==> src/rtl/pit_pkg.sv <==
package pit_pkg;
  localparam int POL_W  = 2;
  localparam int WAKE_W = 3;

  typedef enum logic [1:0] {
    POL_HIGH = 2'b00,
    POL_LOW  = 2'b01,
    POL_BOTH = 2'b10,
    POL_NONE = 2'b11
  } pol_e;

  typedef enum logic [1:0] {
    PWR_RUN   = 2'b00,
    PWR_IDLE  = 2'b01,
    PWR_SUSP  = 2'b10,
    PWR_HIBER = 2'b11
  } pwr_e;

  // Trigger decision for one pin from its sense mode, polarity and input events.
  function automatic logic trig_hit(input logic lvl_mode, input logic [1:0] pol,
                                    input logic cur, input logic rise, input logic fall);
    logic h;
    h = 1'b0;
    if (lvl_mode) begin
      case (pol)
        POL_HIGH: h = cur;
        POL_LOW:  h = ~cur;
        default:  h = 1'b0;
      endcase
    end else begin
      case (pol)
        POL_HIGH: h = rise;
        POL_LOW:  h = fall;
        POL_BOTH: h = rise | fall;
        default:  h = 1'b0;
      endcase
    end
    return h;
  endfunction

  // Wake qualification: running state never wakes, other states pick one enable bit.
  function automatic logic wake_gate(input logic [1:0] st, input logic [WAKE_W-1:0] en);
    logic g;
    case (st)
      PWR_IDLE:  g = en[0];
      PWR_SUSP:  g = en[1];
      PWR_HIBER: g = en[2];
      default:   g = 1'b0;
    endcase
    return g;
  endfunction
endpackage

==> src/rtl/pit_edge_detect.sv <==
module pit_edge_detect (
  input  logic clk,
  input  logic rst_n,
  input  logic lvl,
  output logic rise,
  output logic fall
);
  logic lvl_q;

  always_ff @(posedge clk or negedge rst_n) begin
    if (!rst_n) lvl_q <= 1'b0;
    else        lvl_q <= lvl;
  end

  assign rise = lvl & ~lvl_q;
  assign fall = ~lvl & lvl_q;
endmodule

==> src/rtl/pit_trigger_sel.sv <==
module pit_trigger_sel
  import pit_pkg::*;
(
  input  logic              clk,
  input  logic              rst_n,
  input  logic              lvl_mode,
  input  logic [POL_W-1:0]  pol,
  input  logic              cur,
  input  logic              rise,
  input  logic              fall,
  input  logic              en,
  input  logic [WAKE_W-1:0] wake_en,
  input  logic [1:0]        pwr_state,
  output logic              hit,
  output logic              irq_set,
  output logic              wake_set
);
  assign hit      = trig_hit(lvl_mode, pol, cur, rise, fall);
  assign irq_set  = en & hit;
  assign wake_set = irq_set & wake_gate(pwr_state, wake_en);

  // both-edge code in level mode never triggers
  assert_no_both_in_level_R6: assert property (@(posedge clk) disable iff (!rst_n)
    (lvl_mode && pol == POL_BOTH) |-> !hit);
  // reserved polarity code never triggers
  assert_no_reserved_pol_R6: assert property (@(posedge clk) disable iff (!rst_n)
    (pol == POL_NONE) |-> !hit);
endmodule

==> src/rtl/pit_sticky_bit.sv <==
module pit_sticky_bit (
  input  logic clk,
  input  logic rst_n,
  input  logic set_req,
  input  logic clr_req,
  output logic sts
);
  always_ff @(posedge clk or negedge rst_n) begin
    if (!rst_n)       sts <= 1'b0;
    else if (set_req) sts <= 1'b1;
    else if (clr_req) sts <= 1'b0;
  end

  // set wins over a simultaneous clear
  assert_set_wins_R9: assert property (@(posedge clk) disable iff (!rst_n)
    set_req |=> sts);
  // clear without set empties the bit
  assert_clear_takes_R8: assert property (@(posedge clk) disable iff (!rst_n)
    (clr_req && !set_req) |=> !sts);
  // status never appears without a set request
  assert_no_spurious_set_R7: assert property (@(posedge clk) disable iff (!rst_n)
    (!sts && !set_req) |=> !sts);
endmodule

==> src/rtl/pit_irq_unit.sv <==
module pit_irq_unit
  import pit_pkg::*;
#(
  parameter int N_PINS = 4
) (
  input  logic                     clk,
  input  logic                     rst_n,
  input  logic [N_PINS-1:0]        pin_lvl,
  input  logic [N_PINS-1:0]        cfg_level,
  input  logic [N_PINS*POL_W-1:0]  cfg_pol,
  input  logic [N_PINS-1:0]        cfg_irq_en,
  input  logic [N_PINS-1:0]        cfg_unmask,
  input  logic [N_PINS*WAKE_W-1:0] cfg_wake_en,
  input  logic [1:0]               pwr_state,
  input  logic [N_PINS-1:0]        clr_irq,
  input  logic [N_PINS-1:0]        clr_wake,
  output logic [N_PINS-1:0]        irq_sts,
  output logic [N_PINS-1:0]        wake_sts,
  output logic [N_PINS-1:0]        pend
);
  localparam int POL_BITS  = N_PINS * POL_W;
  localparam int WAKE_BITS = N_PINS * WAKE_W;

  logic [N_PINS-1:0] rise_w, fall_w, hit_w, irq_set_w, wake_set_w;

  for (genvar i = 0; i < N_PINS; i++) begin : g_pin
    pit_edge_detect u_edge (
      .clk  (clk),
      .rst_n(rst_n),
      .lvl  (pin_lvl[i]),
      .rise (rise_w[i]),
      .fall (fall_w[i])
    );

    pit_trigger_sel u_trig (
      .clk      (clk),
      .rst_n    (rst_n),
      .lvl_mode (cfg_level[i]),
      .pol      (cfg_pol[i*POL_W +: POL_W]),
      .cur      (pin_lvl[i]),
      .rise     (rise_w[i]),
      .fall     (fall_w[i]),
      .en       (cfg_irq_en[i]),
      .wake_en  (cfg_wake_en[i*WAKE_W +: WAKE_W]),
      .pwr_state(pwr_state),
      .hit      (hit_w[i]),
      .irq_set  (irq_set_w[i]),
      .wake_set (wake_set_w[i])
    );

    pit_sticky_bit u_irq (
      .clk    (clk),
      .rst_n  (rst_n),
      .set_req(irq_set_w[i]),
      .clr_req(clr_irq[i]),
      .sts    (irq_sts[i])
    );

    pit_sticky_bit u_wake (
      .clk    (clk),
      .rst_n  (rst_n),
      .set_req(wake_set_w[i]),
      .clr_req(clr_wake[i]),
      .sts    (wake_sts[i])
    );

    assign pend[i] = (irq_sts[i] | wake_sts[i]) & cfg_unmask[i];

    // enabled rising edge in edge/high mode is captured
    assert_rise_captured_R2: assert property (@(posedge clk) disable iff (!rst_n)
      (!cfg_level[i] && cfg_pol[i*POL_W +: POL_W] == POL_HIGH && cfg_irq_en[i] && rise_w[i])
      |=> irq_sts[i]);
    // running state never raises wake status
    assert_no_wake_running_R10: assert property (@(posedge clk) disable iff (!rst_n)
      (pwr_state == PWR_RUN && !wake_sts[i]) |=> !wake_sts[i]);
    // wake status only rises together with interrupt status
    assert_wake_with_irq_R10: assert property (@(posedge clk) disable iff (!rst_n)
      $rose(wake_sts[i]) |-> irq_sts[i]);
  end

  // nothing pending out of reset
  assert_reset_quiet_R1: assert property (@(posedge clk)
    $rose(rst_n) |-> (irq_sts == '0 && wake_sts == '0));

  if (POL_BITS != N_PINS * 2 || WAKE_BITS != N_PINS * 3) begin : g_bad_width
    initial $error("pit_irq_unit: field width mismatch");
  end
endmodule

==> config.mk <==
export PLATFORM = sky130hd
export DESIGN_NAME = pit_irq_unit
export DESIGN_NICKNAME = d
export VERILOG_FILES = /design/src/rtl/pit_pkg.sv /design/src/rtl/pit_edge_detect.sv /design/src/rtl/pit_trigger_sel.sv /design/src/rtl/pit_sticky_bit.sv /design/src/rtl/pit_irq_unit.sv
export SDC_FILE = /design/constraint.sdc
export NUM_CORES = 1
export LEC_CHECK = 0
export CELL_PAD_IN_SITES_DETAIL_PLACEMENT = 0
export CELL_PAD_IN_SITES_GLOBAL_PLACEMENT = 1
export CORE_MARGIN = 1.5
export CORE_UTILIZATION = 24
export CTS_CLUSTER_DIAMETER = 30
export DETAILED_ROUTE_END_ITERATION = 12
export GPL_ROUTABILITY_DRIVEN = 0
export PLACE_DENSITY_LB_ADDON = 0.1
export SYNTH_ARGS = -nofsm -noshare
export SYNTH_HDL_FRONTEND = slang
export SYNTH_SLANG_ARGS = --single-unit
==> constraint.sdc <==
create_clock -name clk -period 1.8 [get_ports clk]
set_clock_uncertainty 0.2 [all_clocks]
set_input_delay 0.27 -clock clk [delete_from_list [all_inputs] [get_ports clk]]
set_output_delay 0.27 -clock clk [all_outputs]
set_load 0.02 [all_outputs]
Yosys cells after proc, flatten, opt, wreduce, memory -nomap -nowiden. Cells that the tools add are included.

Bits in registers: 12. Logic and storage cells: 103. Input port bits: 48. Output and inout port bits: 12.

Eq/ne operators: 11. Bitwise logic cells: 36. Muxes and demuxes: 32. Reduce and logical (&&, ||, !) cells: 12.

Operator list (number): 1-bit case mux with 3 select lines (8); 1-bit AND (20); 1-bit two-way mux (20); 2-bit nonzero test (8); 2-bit == test (second input constant) (6); 2-bit by 1-bit == test with 1-bit output (second input constant) (5); 2-bit zero test (4); 1-bit inverter (8); 1-bit OR (8); 1-bit case mux with 2 select lines (4).

Longest topological paths before layout. Gate-level depths: netlist (run 1).

Depth in word-level cells: 8. Gate-level depth with buffers: 6. Gate-level depth less buffers: 6.

Modules after synthesis. A second synthesis (run 1) with hierarchy kept.

Cell total of the unflattened synthesis: 92. Area total of the unflattened synthesis: 870.8 µm².

Modules (own cells, without submodules): pit_trigger_sel (area each 97.6 µm², seq. area each 0.0 µm², cells an instance 13, times used 4); pit_sticky_bit (area each 36.3 µm², seq. area each 25.0 µm², cells an instance 3, times used 8); pit_edge_detect (area each 40.0 µm², seq. area each 25.0 µm², cells an instance 3, times used 4); pit_irq_unit (area each 30.0 µm², seq. area each 0.0 µm², cells an instance 4, times used 1).

Worst setup path before layout (run 1). OpenSTA, ideal clock, no wires.

Path kind: flip-flop to flip-flop. From: register g_pin[0].u_edge.lvl_q. To: register g_pin[0].u_wake.sts. Cell stages (with the launch flop): 5. Slack: 178 ps. Library setup time: 95 ps. Path buffers: 0. Arrival time: 1327 ps. Period minus slack after synthesis: 1622 ps. Required time: 1505 ps. Cells stage by stage: dfrtp_1 > ha_1 > a2111oi_0 > nor3_1 > o32ai_2.

Word-level cells in the longest chain between the ends: 8. Elaborated cells between the ends (all ways): 10. Those cells by class: 3 x mux; 6 x bitwise; 1 x reduce/logical.

RTL lines: start: declaration (RTL line pit_edge_detect.sv:8) `logic lvl_q;`; start signal: assignment (RTL line pit_edge_detect.sv:12) `else lvl_q <= lvl;`; 1-bit inverter (RTL line pit_edge_detect.sv:15) `assign rise = lvl & ~lvl_q;`; 1-bit AND (RTL line pit_edge_detect.sv:15); 1-bit OR (RTL line pit_pkg.sv:34) `POL_BOTH: h = rise | fall;`; 1-bit case mux with 3 select lines (*) (RTL line pit_pkg.sv:31) `case (pol)`; 1-bit two-way mux (*) (RTL line pit_pkg.sv:24) `if (lvl_mode) begin`; 1-bit AND (*) (RTL line pit_trigger_sel.sv:19) `assign irq_set = en & hit;`; 1-bit AND (*) (RTL line pit_trigger_sel.sv:20) `assign wake_set = irq_set & wake_gate(pwr_state, wake_en);`; 1-bit two-way mux / 2-bit nonzero test (equally long branches); end signal: assignment (RTL line pit_sticky_bit.sv:9) `if (!rst_n) sts <= 1'b0;`; end signal: assignment (RTL line pit_sticky_bit.sv:10) `else if (set_req) sts <= 1'b1;`; end signal: assignment (RTL line pit_sticky_bit.sv:11) `else if (clr_req) sts <= 1'b0;`; end: declaration (RTL line pit_sticky_bit.sv:6) `output logic sts`.

Every way passes the cells marked *; elsewhere a longest branch is shown, timed or not. A chain may end at the register's enable or synchronous reset.

Worst setup path after layout (run 1).
From: input port pin_lvl[3]. To: register g_pin[3].u_irq.sts.

Word-level cells in the longest chain between the ends: 7. Elaborated cells between the ends (all ways): 10. Those cells by class: 4 x mux; 5 x bitwise; 1 x reduce/logical.

RTL lines: start: declaration (RTL line pit_irq_unit.sv:8) `input logic [N_PINS-1:0] pin_lvl,`; 1-bit inverter (RTL line pit_pkg.sv:27, pit_edge_detect.sv:16); 1-bit AND (RTL line pit_edge_detect.sv:16) `assign fall = ~lvl & lvl_q;`; 1-bit OR (RTL line pit_pkg.sv:34); 1-bit case mux with 3 select lines (RTL line pit_pkg.sv:31); 1-bit two-way mux (*) (RTL line pit_pkg.sv:24); 1-bit AND (*) (RTL line pit_trigger_sel.sv:19); 1-bit two-way mux / 2-bit nonzero test (equally long branches); end signal: assignment (RTL line pit_sticky_bit.sv:9); end signal: assignment (RTL line pit_sticky_bit.sv:10); end signal: assignment (RTL line pit_sticky_bit.sv:11); end: declaration (RTL line pit_sticky_bit.sv:6).

Marks and branches as above.

==> run metrics, run 1 <==
Syn-to-layout area delta=85.7%; DRT antenna net count=0; vias per cell=roughly 4.3; final-stage net count=220; Starting Density=between 20 and 25%; initial drt markers=11; Crit Path Category=in2reg; CP Data Required Time=~1.7 ns; largest net degree at the start of global routing=13; Tmin final=approximately 1.8 ns; Pleak=slightly above 0.0007 uW; Mapped Nets=~160; CTS HTree Levels=1; Hold Slack=between 0.1 and 0.15 ns; crit share post-route=97.5%; Synth Warn #=0; total grt overflow=0; wire per inst=roughly 12 um; clk buf depth=2; CTS sink cnt=12; Final Instance Count excl. Fillers=about 210; boundary pin count=60; HP Class=in2reg; Filler Cells Inserted=approximately 380; 1st-pass router iterations=3; worst-path maximum fanout=2; Total Neg Setup Slack=0 ns; row count=22; Synth cell types=22; syn avg cell area=9.16 sq um; mapped cell area=approximately 910 sq um; fraction of registers with async set/reset=100%; RSZ-0062 raised after global routing=no; final hold violations=0; layout cells sized above 1=between 10% and 20%; initial antenna violation count=0; fin worst setup slack=between 0.04 and 0.05 ns; Post-synth EDFFs=0; critical path endpoint category=register; Worst-Skew Late Latency=about 0.24 ns; setup bufs post-CTS=0; GRT Total Usage=12.4%; total area of sequential cells=300 sq um; Worst VDD drop=around 0.25 mV; commonest non-fill, non-tap cell in the layout=clkdlybuf4s50_1; FF+latch count, synth=12; Antenna diodes=0; fmax=~0.57 GHz; Post-DP HPWL=just over 2 mm; hold buffers post-CTS=0; vias in the first global route=between 800 and 900; Final setup violation count=0; pwr/cell area=541 nW/um^2; Place WS=-0.359 ns; Core ar.=about 3600 sq um; Vias=a little over 900; die area=4160 sq um; max-cap violation count=0; ys flop type=dfrtp_1; CTS Root Cell=clkbuf_8; Die H=around 64 um; cell count after synthesis=between 90 and 100; Remaining DRCs=0; Worst Max-Slew Pin Slew=between 0.3 and 0.4 ns; placed cell area=between 1500 and 2000 sq um; Pins Over Slew Limit=0; post-synthesis sequential area ratio=between 30 and 40%; Finished Cell Area=between 1500 and 2000 sq um; Num CTS Buffers=3; placed cells=slightly above 200; CTS tree=built; critical path arrival=approximately 1.7 ns; DIE WIDTH=between 60 and 70 um; Clk pin slew, worst setup/hold paths=about 0.050 ns; most frequent cells in the layout=54 x clkdlybuf4s50_1, 18 x inv_1, 12 x nand2b_1, 12 x dfrtp_1, 9 x buf_4; IO Port Bufs=59; status=finished, final reports clean; slew margin rel.=76.0%; area occupied by multi-input gates=542 sq um; crit path launch type=input port; Routed WL=~2.5 mm; first-pass GRT wire length=between 4 and 5 mm
## sequential cells by signal (all words and copies together) (netlist names)
| name | flops |
|---|---|
| g_pin.u_edge.lvl_q | 4 |
| g_pin.u_irq.sts | 4 |
| g_pin.u_wake.sts | 4 |
## power by group
group	leakage (uW)	total, uW	switching [uW]	internal, uW
Combinational	0.000532	310	121	188
Sequential	0.000153	305	14.9	290
Clock	0.0000288	297	103	193
Total	0.000715	912	240	672
## cells by family after synthesis
family,share of synthesized area (%)
AND/OR/NAND/NOR,14.2
buffers and inverters,14.5
adder cells (fa/ha/maj),11.0
multiplexers,4.97
flip-flops,33.1
AO/OA/AOI/OAI,22.2
## through the flow
step | utilization [%] | total power, uW
4_1_cts | 44.6 | 917
5_1_grt | 46.3 | 966
3_5_place_dp | 43.1 | 609
2_1_floorplan | - | 432
3_3_place_gp | 43.1 | 606
6_report | 46.3 | 912
## Yosys cell counts (2+ instances only)
cell / n / share of area [%]
a211oi_1: 3 / 2.5
nor2_1: 2 / 0.83
inv_1: 19 / 7.9
nor3_1: 2 / 1.1
o31ai_1: 3 / 2.5
ha_1: 8 / 11
dfrtp_1: 12 / 33
o22ai_1: 4 / 2.8
nor4b_1: 3 / 2.9
o21ai_0: 3 / 1.7
a21oi_1: 2 / 1.1
buf_4: 8 / 6.6
mux2_2: 4 / 5.0
a22oi_1: 4 / 3.3
nand2b_1: 12 / 8.3
o21a_1: 4 / 3.3
## layer usage
layer	vias to the layer above	wire length [um]	track usage (%)
met4	0	17	3.19
li1	465	-	-
met2	26	1320	22.1
met1	413	1010	14.5
met5	-	0	0
met3	2	140	3.65
## worst max-delay path: stages
cell	delay [ns]
clkdlybuf4s50_1	0.48
inv_1	0.05
ha_1	0.19
o2111a_1	0.25
o31ai_2	0.30
o21ai_0	0.12
## final cells by class
cell class | count | share of cell area (%)
repair buffers | 68 | 38.9
multi-input cells | 60 | 32.2
flip-flops and latches | 12 | 17.8
inverters | 19 | 4.23
well taps | 48 | 3.57
clock buffers | 4 | 3.27
## final timing paths
| path | startpoint | to | slack [ns] | cells after the start |
|---|---|---|---|---|
| worst max-delay path | pin_lvl[3] | g_pin[3].u_irq.sts | 0.05 | 6 |
| worst min-delay path | pin_lvl[0] | g_pin[0].u_edge.lvl_q | 0.13 | 2 |
| worst max register to register | g_pin[0].u_edge.lvl_q | g_pin[0].u_wake.sts | 0.20 | 4 |
| worst min register to register | g_pin[1].u_irq.sts | g_pin[1].u_irq.sts | 0.33 | 2 |
| max in group asynchronous | rst_n | g_pin[3].u_wake.sts | 1.10 | 2 |
| min in group asynchronous | rst_n | g_pin[1].u_edge.lvl_q | 0.14 | 2 |
## timing repair
action | CTS | global route
resized for setup | 6 | 13
setup endpoints to repair | 8 | 6
pin swaps | 1 | 2
No activity file was read; power rests on OpenSTA's default activity.
==> run 2: changes to the inputs <==
Settings changed: CELL_PAD_IN_SITES_DETAIL_PLACEMENT 0 to not set, CELL_PAD_IN_SITES_GLOBAL_PLACEMENT 1 to not set, CORE_UTILIZATION 24 to 35, PLACE_DENSITY set to 0.79, PLACE_DENSITY_LB_ADDON 0.1 to not set.
==> run 2 against run 1 <==
  * Maximum frequency is 1.3% lower
  * Flip-flop and latch count stayed put
  * Die area is 30% lower
  * Hold slack better by 0.017 ns
  * Non-clock buffer count is 3 lower
  * Via count is 5.2% higher
  * First-iteration DRC count stayed put
  * Clock power is 26% lower
  * Register-to-register slack worse by 0.03 ns
  * Design area is 4.5% lower
  * Critical path type unchanged
  * Largest cell class unchanged
  * Largest power group is now registers
==> run metrics, run 2 (synthesis gave the netlist of run 1 again) <==
clk buf depth=2 (unchanged); critical path arrival=1.76 ns (+0.10 ns); Final setup violation count=0 (unchanged); Place WS=-0.365 ns (-0.00583 ns); Die H=53.9 um (-16%); CP Data Required Time=1.79 ns (+0.08 ns); worst reg2reg setup slack=0.17 ns (-0.03 ns); GRT Total Usage=17.3% (+4.9 points); Routed WL=2.57 mm (+3.3%); Worst path slowest cell=clkdlybuf4s50_1; crit share post-route=98.7% (+1.3 points); 1st-pass router iterations=4 (+1); RSZ-0062 raised after global routing=yes; Post-DP HPWL=2.16 mm (+4.0%); slew margin rel.=61.5% (-15 points); CTS Root Cell=clkbuf_4; Final Instance Count excl. Fillers=190 (-10%); fmax=0.563 GHz (-1.3%); grt met1 use=17.7% (+3.2 points); Worst-Skew Late Latency=0.27 ns (+0.03 ns); Pins Over Slew Limit=0 (unchanged); initial drt markers=11 (unchanged); vias in the first global route=924 (+5.0%); setup bufs post-CTS=0 (unchanged); final-stage net count=217 (-1.4%); Worst Max-Slew Pin Slew=0.576 ns (+0.221 ns); Remaining DRCs=0 (unchanged); cell count of the worst reg-to-reg path=4 (unchanged); CTS HTree Levels=1 (unchanged); Tmin final=1.78 ns (+0.0231 ns); initial antenna violation count=0 (unchanged); total grt overflow=0 (unchanged); fin worst setup slack=0.0225 ns (-0.0231 ns); vias per cell=5.02 (+17%); Filler Cells Inserted=213 (-44%); layout cells sized above 1=12.5% (-4.7 points); largest net degree at the start of global routing=13 (unchanged); Crit Path Category=in2reg; row count=18 (-18%); Final Power=828 uW (-9.2%); CTS tree=built; worst-path maximum fanout=2 (unchanged); pwr/cell area=515 nW/um^2 (-4.8%); IO Port Bufs=59 (unchanged); Antenna diodes=0 (unchanged); commonest non-fill, non-tap cell in the layout=clkdlybuf4s50_1; die area=2910 sq um (-30%); Pleak=0.000728 uW (+1.8%); Core ar.=2450 sq um (-32%); HP Class=in2async; Num CTS Buffers=3 (unchanged); Vias=953 (+5.2%); most used routing layer=met2; Worst VDD drop=0.461 mV (+88%); GR Util met3=0.833% (-2.8 points); Setup crit start=pin_lvl[0]; first-pass GRT wire length=3.60 mm (-10%); CTS sink cnt=12 (unchanged); boundary pin count=60 (unchanged); max-cap violation count=0 (unchanged); final hold violations=0 (unchanged); DIE WIDTH=53.9 um (-16%); wire per inst=13.5 um (+15%); most frequent cells in the layout=52 x clkdlybuf4s50_1, 18 x inv_1, 12 x nand2b_1, 12 x dfrtp_1, 7 x ha_1; Total Neg Setup Slack=0 ns (unchanged); Starting Density=37.0% (+12 points); status=finished, final reports clean; CP Cell Sequence=clkdlybuf4s50_1, inv_2, ha_4, a2111oi_4, nor3_2, o32ai_2; placed cells=185 (-11%); met2 usage=35.0% (+13 points); crit path launch type=input port; Clk pin slew, worst setup/hold paths=0.08 ns (+0.03 ns); Largest regs=g_pin.u_edge.lvl_q: 4 flops, g_pin.u_irq.sts: 4 flops, g_pin.u_wake.sts: 4 flops; DRT antenna net count=0 (unchanged); worst r2r dst=g_pin[0].u_wake.sts; critical path endpoint category=register; crit-path max cell delay=0.50 ns (+0.02 ns); R2R Path Start=g_pin[0].u_edge.lvl_q; Syn-to-layout area delta=77.2%
[run 2: cell count changes in the layout (fill, tap and decap cells not counted), sizes merged]
cell / previous run / this run
dlymetal6s2s: 1 / 3
dlygate4sd3: 0 / 1
buf: 9 / 5
clkdlybuf4s50: 54 / 52
[run 2: power by group]
part	switching [uW]	total (uW)	internal [uW]
registers	15.1	305	290
clock network	96.5	220	123
logic	122	304	182
[run 2: how the worst max path moves through the flow]
| stage | end | slack, ns | cells after the start |
|---|---|---|---|
| final | g_pin[0].u_wake.sts | 0.02 | 6 |
| after global placement | g_pin[0].u_wake.sts | -0.32 | 6 |
| after floorplan | g_pin[0].u_wake.sts | 0.18 | 4 |
| after global routing | g_pin[0].u_wake.sts | -0.05 | 6 |
| after CTS | g_pin[0].u_wake.sts | 0.005 | 6 |
| after detailed placement | g_pin[0].u_wake.sts | -0.36 | 6 |
[run 2: per-stage QoR]
step           hold slack, ns  utilization [%]  area, sq um
5_1_grt                 0.194             65.5         1610
4_1_cts                 0.171             63.6         1560
3_5_place_dp            0.343             61.6         1510
2_1_floorplan          -0.226                -          907
6_report                0.148             65.5         1610
3_3_place_gp            0.335             61.6         1510
[run 2: final cells by class]
type                    count  area (sq um)  share of cell area [%]
flip-flops and latches     12           300                    18.7
clock buffers               4          36.3                    2.26
inverters                  19          71.3                    4.44
multi-input cells          60           522                    32.5
well taps                  30          37.5                    2.33
repair buffers             65           641                    39.8
[run 2: worst max-delay path, delay by kind of cell]
| kind | cells | cell delay, ns |
|---|---|---|
| compound gates | 2 | 0.60 |
| fa+ha+maj | 1 | 0.24 |
| buf+inv | 2 | 0.56 |
| simple gates | 1 | 0.10 |
[run 2: routing by layer]
layer | up-vias | share of wire, %
li1 | 463 | -
met4 | 0 | 2.3
met1 | 449 | 35
met5 | - | 0
met2 | 34 | 59
met3 | 7 | 3.9
[run 2: repair_timing]
action                                  4_1_cts  5_1_grt
pin swaps                                     3        3
endpoints found under the setup margin        7        5
gates resized for setup                       8        7
hold buffers                                  0        1
hold endpoints to repair                      0        1
